### config.mk
export PLATFORM = sky130hd
export DESIGN_NAME = pll_div_calc
export DESIGN_NICKNAME = d
export VERILOG_FILES = /design/src/rtl/pll_calc_pkg.sv /design/src/rtl/pll_udiv.sv /design/src/rtl/pll_post_sel.sv /design/src/rtl/pll_div_calc.sv
export SDC_FILE = /design/constraint.sdc
export NUM_CORES = 1
export LEC_CHECK = 0
export BUFFER_PORTS_ARGS = -buffer_cell sky130_fd_sc_hd__buf_4
export CAP_MARGIN = 20
export CORE_UTILIZATION = 30
export CTS_BUF_LIST = sky130_fd_sc_hd__clkbuf_2 sky130_fd_sc_hd__clkbuf_4 sky130_fd_sc_hd__clkbuf_8
export DETAILED_ROUTE_END_ITERATION = 10
export GPL_ROUTABILITY_DRIVEN = 1
export PLACE_DENSITY_LB_ADDON = 0.2
export SYNTH_ARGS = -nofsm -noshare
export SYNTH_HDL_FRONTEND = slang
export SYNTH_HIERARCHICAL = 1
export SYNTH_SLANG_ARGS = --single-unit
export TNS_END_PERCENT = 5
### constraint.sdc
create_clock -name clk_i -period 5.5 [get_ports clk_i]
set_clock_uncertainty 0.1 [all_clocks]
set_input_delay 0.275 -clock clk_i [delete_from_list [all_inputs] [get_ports clk_i]]
set_output_delay 0.275 -clock clk_i [all_outputs]
set_load 0.03 [all_outputs]
### src/rtl/pll_calc_pkg.sv
`timescale 1ns/1ps
package pll_calc_pkg;
  localparam int unsigned SCALE_SH  = 3;    // ratio carried as 8x
  localparam int unsigned RATIO_MIN = 16;
  localparam int unsigned RATIO_MAX = 255;
  localparam int unsigned Q_MIN     = RATIO_MIN << SCALE_SH;
  localparam int unsigned Q_MAX     = RATIO_MAX << SCALE_SH;
  localparam int unsigned N_THR     = 3;
  localparam int unsigned CODE_MAX  = 4;

  typedef enum logic [1:0] {ST_IDLE, ST_CALC, ST_FIN} calc_state_e;

  // non-monotonic code to value map
  function automatic logic [3:0] post_value(input logic [2:0] code);
    case (code)
      3'd0:    post_value = 4'd1;
      3'd1:    post_value = 4'd2;
      3'd2:    post_value = 4'd4;
      3'd3:    post_value = 4'd8;
      3'd4:    post_value = 4'd3;
      default: post_value = 4'd0;
    endcase
  endfunction
endpackage

### src/rtl/pll_udiv.sv
`timescale 1ns/1ps
module pll_udiv #(
  parameter int unsigned N_W = 44,
  parameter int unsigned D_W = 32
) (
  input  logic           clk_i,
  input  logic           rst_ni,
  input  logic           start_i,
  input  logic [N_W-1:0] num_i,
  input  logic [D_W-1:0] den_i,
  output logic [N_W-1:0] quot_o,
  output logic           done_o
);
  localparam int unsigned CNT_W = $clog2(N_W + 1);

  logic [N_W-1:0]   quot_q;
  logic [D_W-1:0]   rem_q, den_q;
  logic [CNT_W-1:0] cnt_q;
  logic             busy_q;
  logic [D_W:0]     trial;
  logic             fits;

  always_comb begin
    trial = {rem_q, quot_q[N_W-1]};
    fits  = trial >= {1'b0, den_q};
  end

  always_ff @(posedge clk_i or negedge rst_ni) begin
    if (!rst_ni) begin
      quot_q <= '0;
      rem_q  <= '0;
      den_q  <= '0;
      cnt_q  <= '0;
      busy_q <= 1'b0;
      done_o <= 1'b0;
    end else begin
      done_o <= 1'b0;
      if (start_i && !busy_q) begin
        quot_q <= num_i;
        rem_q  <= '0;
        den_q  <= den_i;
        cnt_q  <= CNT_W'(N_W);
        busy_q <= 1'b1;
      end else if (busy_q) begin
        quot_q <= {quot_q[N_W-2:0], fits};
        rem_q  <= fits ? D_W'(trial - {1'b0, den_q}) : D_W'(trial);
        cnt_q  <= cnt_q - 1'b1;
        if (cnt_q == CNT_W'(1)) begin
          busy_q <= 1'b0;
          done_o <= 1'b1;
        end
      end
    end
  end

  assign quot_o = quot_q;

  // restoring step keeps remainder below divisor (truncating quotient, R2)
  p_rem_below_den_r2: assert property (@(posedge clk_i) disable iff (!rst_ni)
    (busy_q && den_q != '0) |-> (rem_q < den_q));
endmodule

### src/rtl/pll_post_sel.sv
`timescale 1ns/1ps
module pll_post_sel
  import pll_calc_pkg::*;
#(
  parameter int unsigned Q_W = 44
) (
  input  logic [Q_W-1:0] q_i,
  output logic [1:0]     code_o
);
  logic [N_THR-1:0] below;

  for (genvar k = 0; k < N_THR; k++) begin : g_thr
    assign below[k] = q_i < Q_W'(Q_MIN << (k + 1));
  end

  always_comb begin
    code_o = '0;
    for (int k = 0; k < N_THR; k++) code_o = code_o + 2'(below[k]);
  end
endmodule

### src/rtl/pll_div_calc.sv
`timescale 1ns/1ps
module pll_div_calc
  import pll_calc_pkg::*;
#(
  parameter int unsigned PER_W = 32,
  parameter int unsigned DIV_W = 8
) (
  input  logic                     clk_i,
  input  logic                     rst_ni,
  input  logic                     start_i,
  input  logic                     mode_i,
  input  logic [PER_W-1:0]         ref_per_i,
  input  logic [DIV_W-1:0]         ref_div_i,
  input  logic [PER_W-1:0]         tgt_per_i,
  input  logic [DIV_W-1:0]         fb_div_i,
  input  logic [2:0]               post_code_i,
  output logic [2:0]               post_code_o,
  output logic [3:0]               post_val_o,
  output logic [DIV_W-1:0]         fb_div_o,
  output logic [PER_W+DIV_W+2:0]   period_o,
  output logic                     range_err_o,
  output logic                     done_o
);
  localparam int unsigned NUM_W  = PER_W + DIV_W + 4;
  localparam int unsigned Q_KEEP = $clog2(Q_MAX + 1);
  localparam int unsigned PROD_W = Q_KEEP + 4;

  calc_state_e       state_q;
  logic              mode_q;
  logic [NUM_W-1:0]  base, div_num, quot;
  logic [PER_W-1:0]  div_den;
  logic              rev_bad, div_go, div_done, q_bad;
  logic [1:0]        code;
  logic [3:0]        pv_fwd;
  logic [PROD_W-1:0] fb_prod;

  always_comb begin
    base    = NUM_W'(ref_per_i) * NUM_W'(ref_div_i);
    div_num = mode_i ? base * NUM_W'(post_value(post_code_i)) : (base << 2);
    div_den = mode_i ? PER_W'(fb_div_i) : tgt_per_i;
    rev_bad = (fb_div_i == '0) || (post_code_i > 3'(CODE_MAX));
    div_go  = (state_q == ST_IDLE) && start_i && !(mode_i && rev_bad);
    q_bad   = (quot < NUM_W'(Q_MIN)) || (quot > NUM_W'(Q_MAX));
    pv_fwd  = post_value({1'b0, code});
    fb_prod = PROD_W'(quot[Q_KEEP-1:0]) * PROD_W'(pv_fwd);
  end

  pll_udiv #(.N_W(NUM_W), .D_W(PER_W)) u_div (
    .clk_i  (clk_i),
    .rst_ni (rst_ni),
    .start_i(div_go),
    .num_i  (div_num),
    .den_i  (div_den),
    .quot_o (quot),
    .done_o (div_done)
  );

  pll_post_sel #(.Q_W(NUM_W)) u_sel (
    .q_i   (quot),
    .code_o(code)
  );

  always_ff @(posedge clk_i or negedge rst_ni) begin
    if (!rst_ni) begin
      state_q     <= ST_IDLE;
      mode_q      <= 1'b0;
      post_code_o <= '0;
      post_val_o  <= '0;
      fb_div_o    <= '0;
      period_o    <= '0;
      range_err_o <= 1'b0;
      done_o      <= 1'b0;
    end else begin
      done_o <= 1'b0;
      unique case (state_q)
        ST_IDLE: if (start_i) begin
          mode_q  <= mode_i;
          state_q <= (mode_i && rev_bad) ? ST_FIN : ST_CALC;
        end
        ST_CALC: if (div_done) begin
          state_q     <= ST_IDLE;
          done_o      <= 1'b1;
          post_code_o <= '0;
          post_val_o  <= '0;
          fb_div_o    <= '0;
          period_o    <= '0;
          range_err_o <= 1'b0;
          if (mode_q) begin
            period_o <= (NUM_W-1)'(quot >> 1);
          end else if (q_bad) begin
            range_err_o <= 1'b1;
          end else begin
            post_code_o <= {1'b0, code};
            post_val_o  <= pv_fwd;
            fb_div_o    <= DIV_W'(fb_prod >> SCALE_SH);
          end
        end
        ST_FIN: begin
          state_q     <= ST_IDLE;
          done_o      <= 1'b1;
          post_code_o <= '0;
          post_val_o  <= '0;
          fb_div_o    <= '0;
          period_o    <= '0;
          range_err_o <= 1'b1;
        end
        default: state_q <= ST_IDLE;
      endcase
    end
  end

  p_done_pulse_r8: assert property (@(posedge clk_i) disable iff (!rst_ni)
    done_o |=> !done_o);
  p_code_range_r3: assert property (@(posedge clk_i) disable iff (!rst_ni)
    (done_o && !mode_q && !range_err_o) |-> (post_code_o <= 3'd3));
  p_fb_range_r5: assert property (@(posedge clk_i) disable iff (!rst_ni)
    (done_o && !mode_q && !range_err_o) |->
      (fb_div_o >= DIV_W'(Q_MIN) && fb_div_o <= DIV_W'(RATIO_MAX)));
  p_err_clears_r2: assert property (@(posedge clk_i) disable iff (!rst_ni)
    (done_o && range_err_o) |-> (fb_div_o == '0 && post_val_o == '0));
  p_rev_err_period_r7: assert property (@(posedge clk_i) disable iff (!rst_ni)
    (done_o && mode_q && range_err_o) |-> (period_o == '0));
endmodule

==> flow_metrics.py, run 1 <==
metrics = {
    "yosys": {
        "netlist_top_cells_area": "fa_1, dfrtp_1, ha_1",
        "synth_top_family_by_area": "adder cells",
        "synth_common_cells": "nand2_1, inv_1, fa_1, and2_1, o21ai_0",
        "synthAdderAreaFrac_pct": 29.99,
        "synth_compound_area_share_pct": 14.86,
        "synth_edf_count": 0,
        "synth_xor_area_share_pct": 3.716,
        "synth_top_area_share_pct": 22.18,
        "yosysMostFrequentCell": "nand2_1",
        "synth.area.mux_share_pct": 4.275,
        "synth_area_um2": 24640,
        "syn_inst": 2962,
        "syn_avg_cell_area_um2": 8.320,
        "ys_async_sr_fraction_pct": 100.0,
        "synthFlopType": "dfrtp_1",
        "synth_fp_nets": 3476,
        "ys_seq_area_share_pct": 18.07,
        "yosysUniqueCellTypes": 99,
        "yosys_register_bits": 178,
        "ys_warn_count": 6,
        "yosys.area_share.simple_pct": 20.58,
        "yosys.area.top_type": "fa_1",
    },
    "timing": {
        "rsz0062_at_grt": "true",
        "period_share_pct": 138.1,
        "hold_slack_ns": 0.03430,
        "slew_violations": 0,
        "final_hold_viol_count": 0,
        "fin_tns_setup_ns": -58.60,
        "layout_min_cycle_time_ns": 7.593,
        "fin_ws_ns": -2.093,
        "setup_violations": 37,
        "relSlewSlack_pct": 34.92,
        "worst-slew-pin-transition_ns": 0.9762,
        "fmax_mhz": 131.7,
    },
    "clock_tree": {
        "path_clk_slew_ns": 0.10,
        "cts_htree_levels": 4,
        "root_buffer": "clkbuf_8",
        "cts_buffers": 17,
        "cts_sinks": 178,
        "cts_tree": "done",
        "clk_path_buf_depth": 2,
        "clock_latency_ns": 0.51,
    },
    "setup_path": {
        "critPathMostFrequentCell": "fa_1",
        "critical_path_required_ns": 5.81,
        "startpoint": "ref_div_i[3]",
        "max_stage_delay_ns": 0.55,
        "critPathCaptureType": "flop",
        "arrival_ns": 7.91,
        "startpoint_type": "input port",
        "criticalPathCategory": "in -> reg",
        "crit_fanout": 24,
        "worstReg2RegStart": "u_div/quot_o[26]",
        "cpMaxStageDelayCell": "fa_1",
    },
    "global_routing": {
        "grt_pass1_vias": 20947,
        "grt_max_degree": 113,
        "gr-total-overflow": 0,
        "antenna_found_initial": 2,
        "grt_usage_pct": 16.70,
        "grt_pass1_wl_um": 113700,
    },
    "floorplanning": {
        "pin_count": 147,
        "core-area_um2": 80940,
        "die_x_um": 288.6,
        "die_area_um2": 83300,
        "start_util_pct": 30.45,
        "rows": 104,
        "die_h_um": 288.6,
    },
    "route": {
        "firstDrtPassIters": 5,
        "viasPerCell": 4.591,
        "routed_wl_um": 68430,
        "drc": 0,
        "antenna_left": 0,
        "dr_total_vias": 20694,
        "wl_per_cell_um": 15.18,
        "drt_iter0_markers": 1040,
    },
    "final_layout": {
        "fillCellCount": 8445,
        "nNetsFinal": 3948,
        "final_cells": 4508,
        "fin_util_pct": 38.93,
        "syn_to_final_growth_pct": 27.85,
        "drive_gt1_share_pct": 24.29,
    },
    "run": {
        "cap_violations": 0,
    },
    "placement": {
        "hpwlAfterDp_um": 56030,
        "numPortBuffers": 145,
        "gp_congestion": 0.8133,
        "placedCellCount": 4425,
    },
    "status": {
        "violations": "negative setup slack",
        "outcome": "finished with violations",
    },
    "worst_hold_path": {
        "hold_start": "tgt_per_i[24]",
        "holdCritPathClass": "in -> reg",
    },
}
final timing paths:
kind	to	slack [ns]	depth (start not counted)
min in group asynchronous	u_div/den_q[20]	0.27	2
hold / removal	u_div/den_q[24]	0.03	4
hold reg to reg	u_div/cnt_q[4]	0.38	1
setup / recovery	u_div/quot_o[40]	-2.09	35
setup reg to reg	fb_div_o[7]	0.28	19
max in group asynchronous	state_q[1]	3.73	3
layout by cell type (no fill, tap or decap), drive strengths merged, types with 18 or more instances in the layout:
| master | synthesis | layout |
|---|---|---|
| buf | 27 | 559 |
| nand2 | 422 | 422 |
| inv | 404 | 410 |
| fa | 273 | 273 |
| and2 | 227 | 227 |
| o21ai | 215 | 215 |
| dfrtp | 178 | 178 |
| nor2 | 162 | 162 |
| ha | 154 | 154 |
| a21oi | 126 | 126 |
| mux2i | 85 | 85 |
| a21o | 66 | 66 |
| xor2 | 53 | 53 |
| xnor2 | 49 | 49 |
| nor2b | 41 | 41 |
| dlygate4sd3 | 0 | 32 |
| a31oi | 30 | 30 |
| nand4 | 28 | 28 |
| nand3 | 26 | 26 |
| or2 | 25 | 25 |
| nor4 | 23 | 23 |
| nand2b | 18 | 18 |
| mux2 | 18 | 18 |
| clkbuf | 112 | 18 |
| nor3 | 18 | 18 |
layout make-up:
| type | count | area, um^2 | area share, % |
|---|---|---|---|
| Multi-Input combinational cell | 2241 | 19080 | 60.56 |
| Clock inverter | 14 | 246.5 | 0.7823 |
| Tap cell | 1060 | 1326 | 4.209 |
| Timing Repair Buffer | 592 | 4639 | 14.72 |
| Clock buffer | 17 | 234.0 | 0.7426 |
| Sequential cell | 178 | 4458 | 14.15 |
| Inverter | 404 | 1516 | 4.813 |
| Antenna cell | 2 | 5.005 | 0.01588 |
kinds of logic (layout without fill, tap and decap cells):
family                   Yosys count  count (layout)
AO/OA/AOI/OAI                    567             567
AND/OR/NAND/NOR                 1040            1040
multiplexers                     103             103
XOR/XNOR                         102             102
adder cells (fa/ha/maj)          427             427
buffers and inverters            543            1027
flip-flops                       178             178
other                              2               4
critical path, delay by kind of cell:
kind,cells,cell delay [ns]
AND/OR/NAND/NOR,3,0.35
XOR/XNOR,2,0.39
adder cells (fa/ha/maj),8,3.48
buffers and inverters,6,0.52
multiplexers,2,0.24
AO/OA/AOI/OAI,14,2.64
per-layer routing:
layer / GRT usage, % / vias to the layer above / part of all wire [%]
met2: 26.36 / 221 / 44
met5: 0 / - / 0
met3: 1.106 / 25 / 1.9
li1: - / 10571 / -
met4: 2.513 / 0 / 0.86
met1: 25.30 / 9877 / 53
sequential cells by signal (all words and copies together) (netlist names), 4 cells and up:
signal	count
u_div/quot_o	44
period_o	43
u_div/den_q	32
u_div/rem_q	32
fb_div_o	8
u_div/cnt_q	6
post_val_o	4
timing repair:
action | CTS | global route
pin swaps | 44 | 83
hold buffers | 32 | 0
setup buffers | 11 | 7
endpoints found under the hold margin | 109 | 0
setup endpoints to repair | 37 | 39
gates resized for setup | 81 | 74
metrics by stage:
stage          area [um^2]  worst slack [ns]
2_1_floorplan        25160            -2.225
3_3_place_gp         29870            -3.162
3_5_place_dp         29870            -3.265
4_1_cts              31120            -2.142
5_1_grt              31510            -2.395
6_report             31510            -2.093
Power of run 1 is not shown: default switching activity piles up to over one toggle a cycle in this logic, so the estimate is an artifact.
==> run 2: changes to the inputs <==
ABC_AREA = 1   (was not set)
==> run 2 against run 1 <==
The flow still finishes with violations (negative setup slack). Utilization is 1.0 points higher. Critical path depth is 3 higher. Hold slack lost 0.0063 ns. Via count rose by 33%. First-iteration DRC count up 85%. Routed wire length increased by 33%. Sequential cell count unchanged. Synthesized cell count grew 50%. Setup slack better by 0.98 ns. Register-to-register slack improved by 0.04 ns. Final cell count increased by 38%.
==> flow_metrics.py, run 2 <==
metrics = {
    "yosys": {
        "synth_fp_nets": 4963,
        "ys_async_sr_fraction_pct": 100.0,
        "synthFlopType": "dfrtp_1",
        "yosysUniqueCellTypes": 52,
        "yosys.area.top_type": "nand2_1",
        "ys_warn_count": 6,
        "synth_top_area_share_pct": 21.01,
        "netlist_top_cells_area": "nand2_1, fa_1, dfrtp_1",
        "syn_avg_cell_area_um2": 6.276,
        "synth_common_cells": "nand2_1, inv_1, nor2_1, fa_1, nand3_1",
        "syn_inst": 4449,
        "synth_area_um2": 27920,
        "yosys_register_bits": 178,
        "ys_seq_area_share_pct": 15.95,
        "yosysMostFrequentCell": "nand2_1",
        "synth_edf_count": 0,
    },
    "setup_path": {
        "arrival_ns": 6.90,
        "startpoint_type": "input port",
        "criticalPathCategory": "in -> reg",
        "crit_fanout": 7,
        "critical_path_required_ns": 5.78,
        "critical_path_buf_inv_count": 9,
        "critPathCaptureType": "flop",
        "critPathTopFamily": "adder cells",
        "max_stage_delay_ns": 0.54,
        "critPathMostFrequentCell": "fa_1",
        "cpMaxStageDelayCell": "fa_1",
    },
    "final_layout": {
        "final_cell_mix": "nand2_1, inv_1, buf_4",
        "drive_gt1_share_pct": 22.50,
        "syn_to_final_growth_pct": 31.57,
        "largest_reg_flops": 44,
        "final_common_cell": "nand2_1",
        "fillCellCount": 9988,
        "nNetsFinal": 5492,
        "final_cells": 6235,
    },
    "worst_hold_path": {
        "holdCritPathClass": "in -> reg",
    },
    "route": {
        "viasPerCell": 4.424,
        "drc": 0,
        "dr_total_vias": 27584,
        "routed_wl_um": 91040,
        "wl_per_cell_um": 14.60,
        "antenna_left": 0,
        "drt_iter0_markers": 1929,
        "firstDrtPassIters": 6,
    },
    "clock_tree": {
        "cts_tree": "done",
        "clk_path_buf_depth": 2,
        "cts_buffers": 17,
        "clock_latency_ns": 0.51,
        "cts_sinks": 178,
        "root_buffer": "clkbuf_8",
        "path_clk_slew_ns": 0.10,
        "cts_htree_levels": 4,
    },
    "timing": {
        "worst-slew-pin-transition_ns": 1.030,
        "fin_ws_ns": -1.113,
        "setup_violations": 36,
        "final_hold_viol_count": 0,
        "relSlewSlack_pct": 31.27,
        "period_share_pct": 120.2,
        "fmax_mhz": 151.2,
        "slew_violations": 0,
        "hold_slack_ns": 0.02799,
        "rsz0062_at_grt": "true",
        "layout_min_cycle_time_ns": 6.613,
    },
    "placement": {
        "hpwlAfterDp_um": 76750,
        "numPortBuffers": 145,
        "gp_congestion": 0.9264,
        "placedCellCount": 6144,
        "pre_cts_ws_ns": -2.036,
    },
    "global_routing": {
        "antenna_found_initial": 1,
        "gr-total-overflow": 0,
        "grt_max_degree": 96,
        "grt_usage_pct": 19.91,
        "grt_pass1_wl_um": 150400,
        "grt_pass1_vias": 27414,
    },
    "floorplanning": {
        "rows": 111,
        "die_area_um2": 94300,
        "core-area_um2": 91940,
        "start_util_pct": 30.37,
        "die_h_um": 307.1,
        "pin_count": 147,
        "die_x_um": 307.1,
    },
    "run": {
        "cap_violations": 0,
    },
    "status": {
        "violations": "negative setup slack",
        "outcome": "finished with violations",
    },
}
## run 2: cell count changes in the layout (fill, tap and decap cells not counted), sizes merged, moves of 32 or more
cell,previous run,this run
a21o,66,1
a21oi,126,85
nand3b,2,34
buf,559,615
and2,227,10
mux2i,85,0
inv,410,1073
nor2,162,377
nand2,422,1580
o21ai,215,94
nand3,26,262
nor2b,41,0
xor2,53,15
## run 2: logic make-up (layout without fill, tap and decap cells)
family | after synthesis | in the layout | share of synthesized area [%]
adders and majority gates | 427 | 427 | 26.47
DFF | 178 | 178 | 15.95
AOI/OAI and AO/OA | 248 | 248 | 5.153
buffers and inverters | 1209 | 1751 | 16.59
and+or+nand+nor | 2342 | 2342 | 34.40
other | 2 | 3 | 0.02690
xor gates and xnor gates | 43 | 43 | 1.403
## run 2: repair_timing
action	4_1_cts	5_1_grt
hold endpoints to repair	120	0
endpoints found under the setup margin	37	39
setup buffers	23	2
pin swaps	84	23
hold buffers	30	0
cloned	2	0
gates resized for setup	145	53
## run 2: worst min-delay path, stage by stage
cell	delay, ns
buf_4	0.08
nand2_1	0.04
nand2_1	0.04
nand2_1	0.08
o21ai_0	0.08
## run 2: routing by layer
metal	part of all wire, %	vias to the layer above	GRT usage [%]
met4	1.1	0	3.054
li1	-	14149	-
met5	0	-	0
met1	50	12923	29.15
met2	46	469	32.74
met3	3.5	43	1.068
## run 2: cell type report
type                    count  area [um^2]  area share, %
multi-input cells        3062        21070          57.34
repair buffers            646         5214          14.19
flip-flops and latches    178         4456          12.13
inverters                1073         4031          10.97
well taps                1243         1555          4.234
clock buffers              22        290.3         0.7902
clock inverters            10        121.4         0.3304
diodes                      1        2.502       0.006812
## run 2: final timing paths
check / slack (ns) / to / from / depth (start not counted)
worst min-delay path: 0.03 / u_div/den_q[1] / tgt_per_i[1] / 5
worst max register to register: 0.32 / fb_div_o[5] / u_div/quot_o[42] / 21
min in group asynchronous: 0.26 / fb_div_o[5] / rst_ni / 2
worst min register to register: 0.39 / post_code_o[0] / post_code_o[0] / 2
worst max-delay path: -1.11 / u_div/quot_o[39] / ref_per_i[5] / 38
max in group asynchronous: 4.08 / u_div/rem_q[9] / rst_ni / 3
## run 2: per-stage QoR
| step | TNS, ns | instance area, um^2 | utilization [%] |
|---|---|---|---|
| finish | -32.36 | 36740 | 39.96 |
| global route | -45.17 | 36740 | 39.96 |
| CTS | -31.18 | 36490 | 39.69 |
| detailed placement | -62.49 | 34920 | 37.98 |
| global placement | -61.62 | 34920 | 37.98 |
| floorplan | -22.19 | 29750 | - |
Power of run 2 is left out for the same reason.
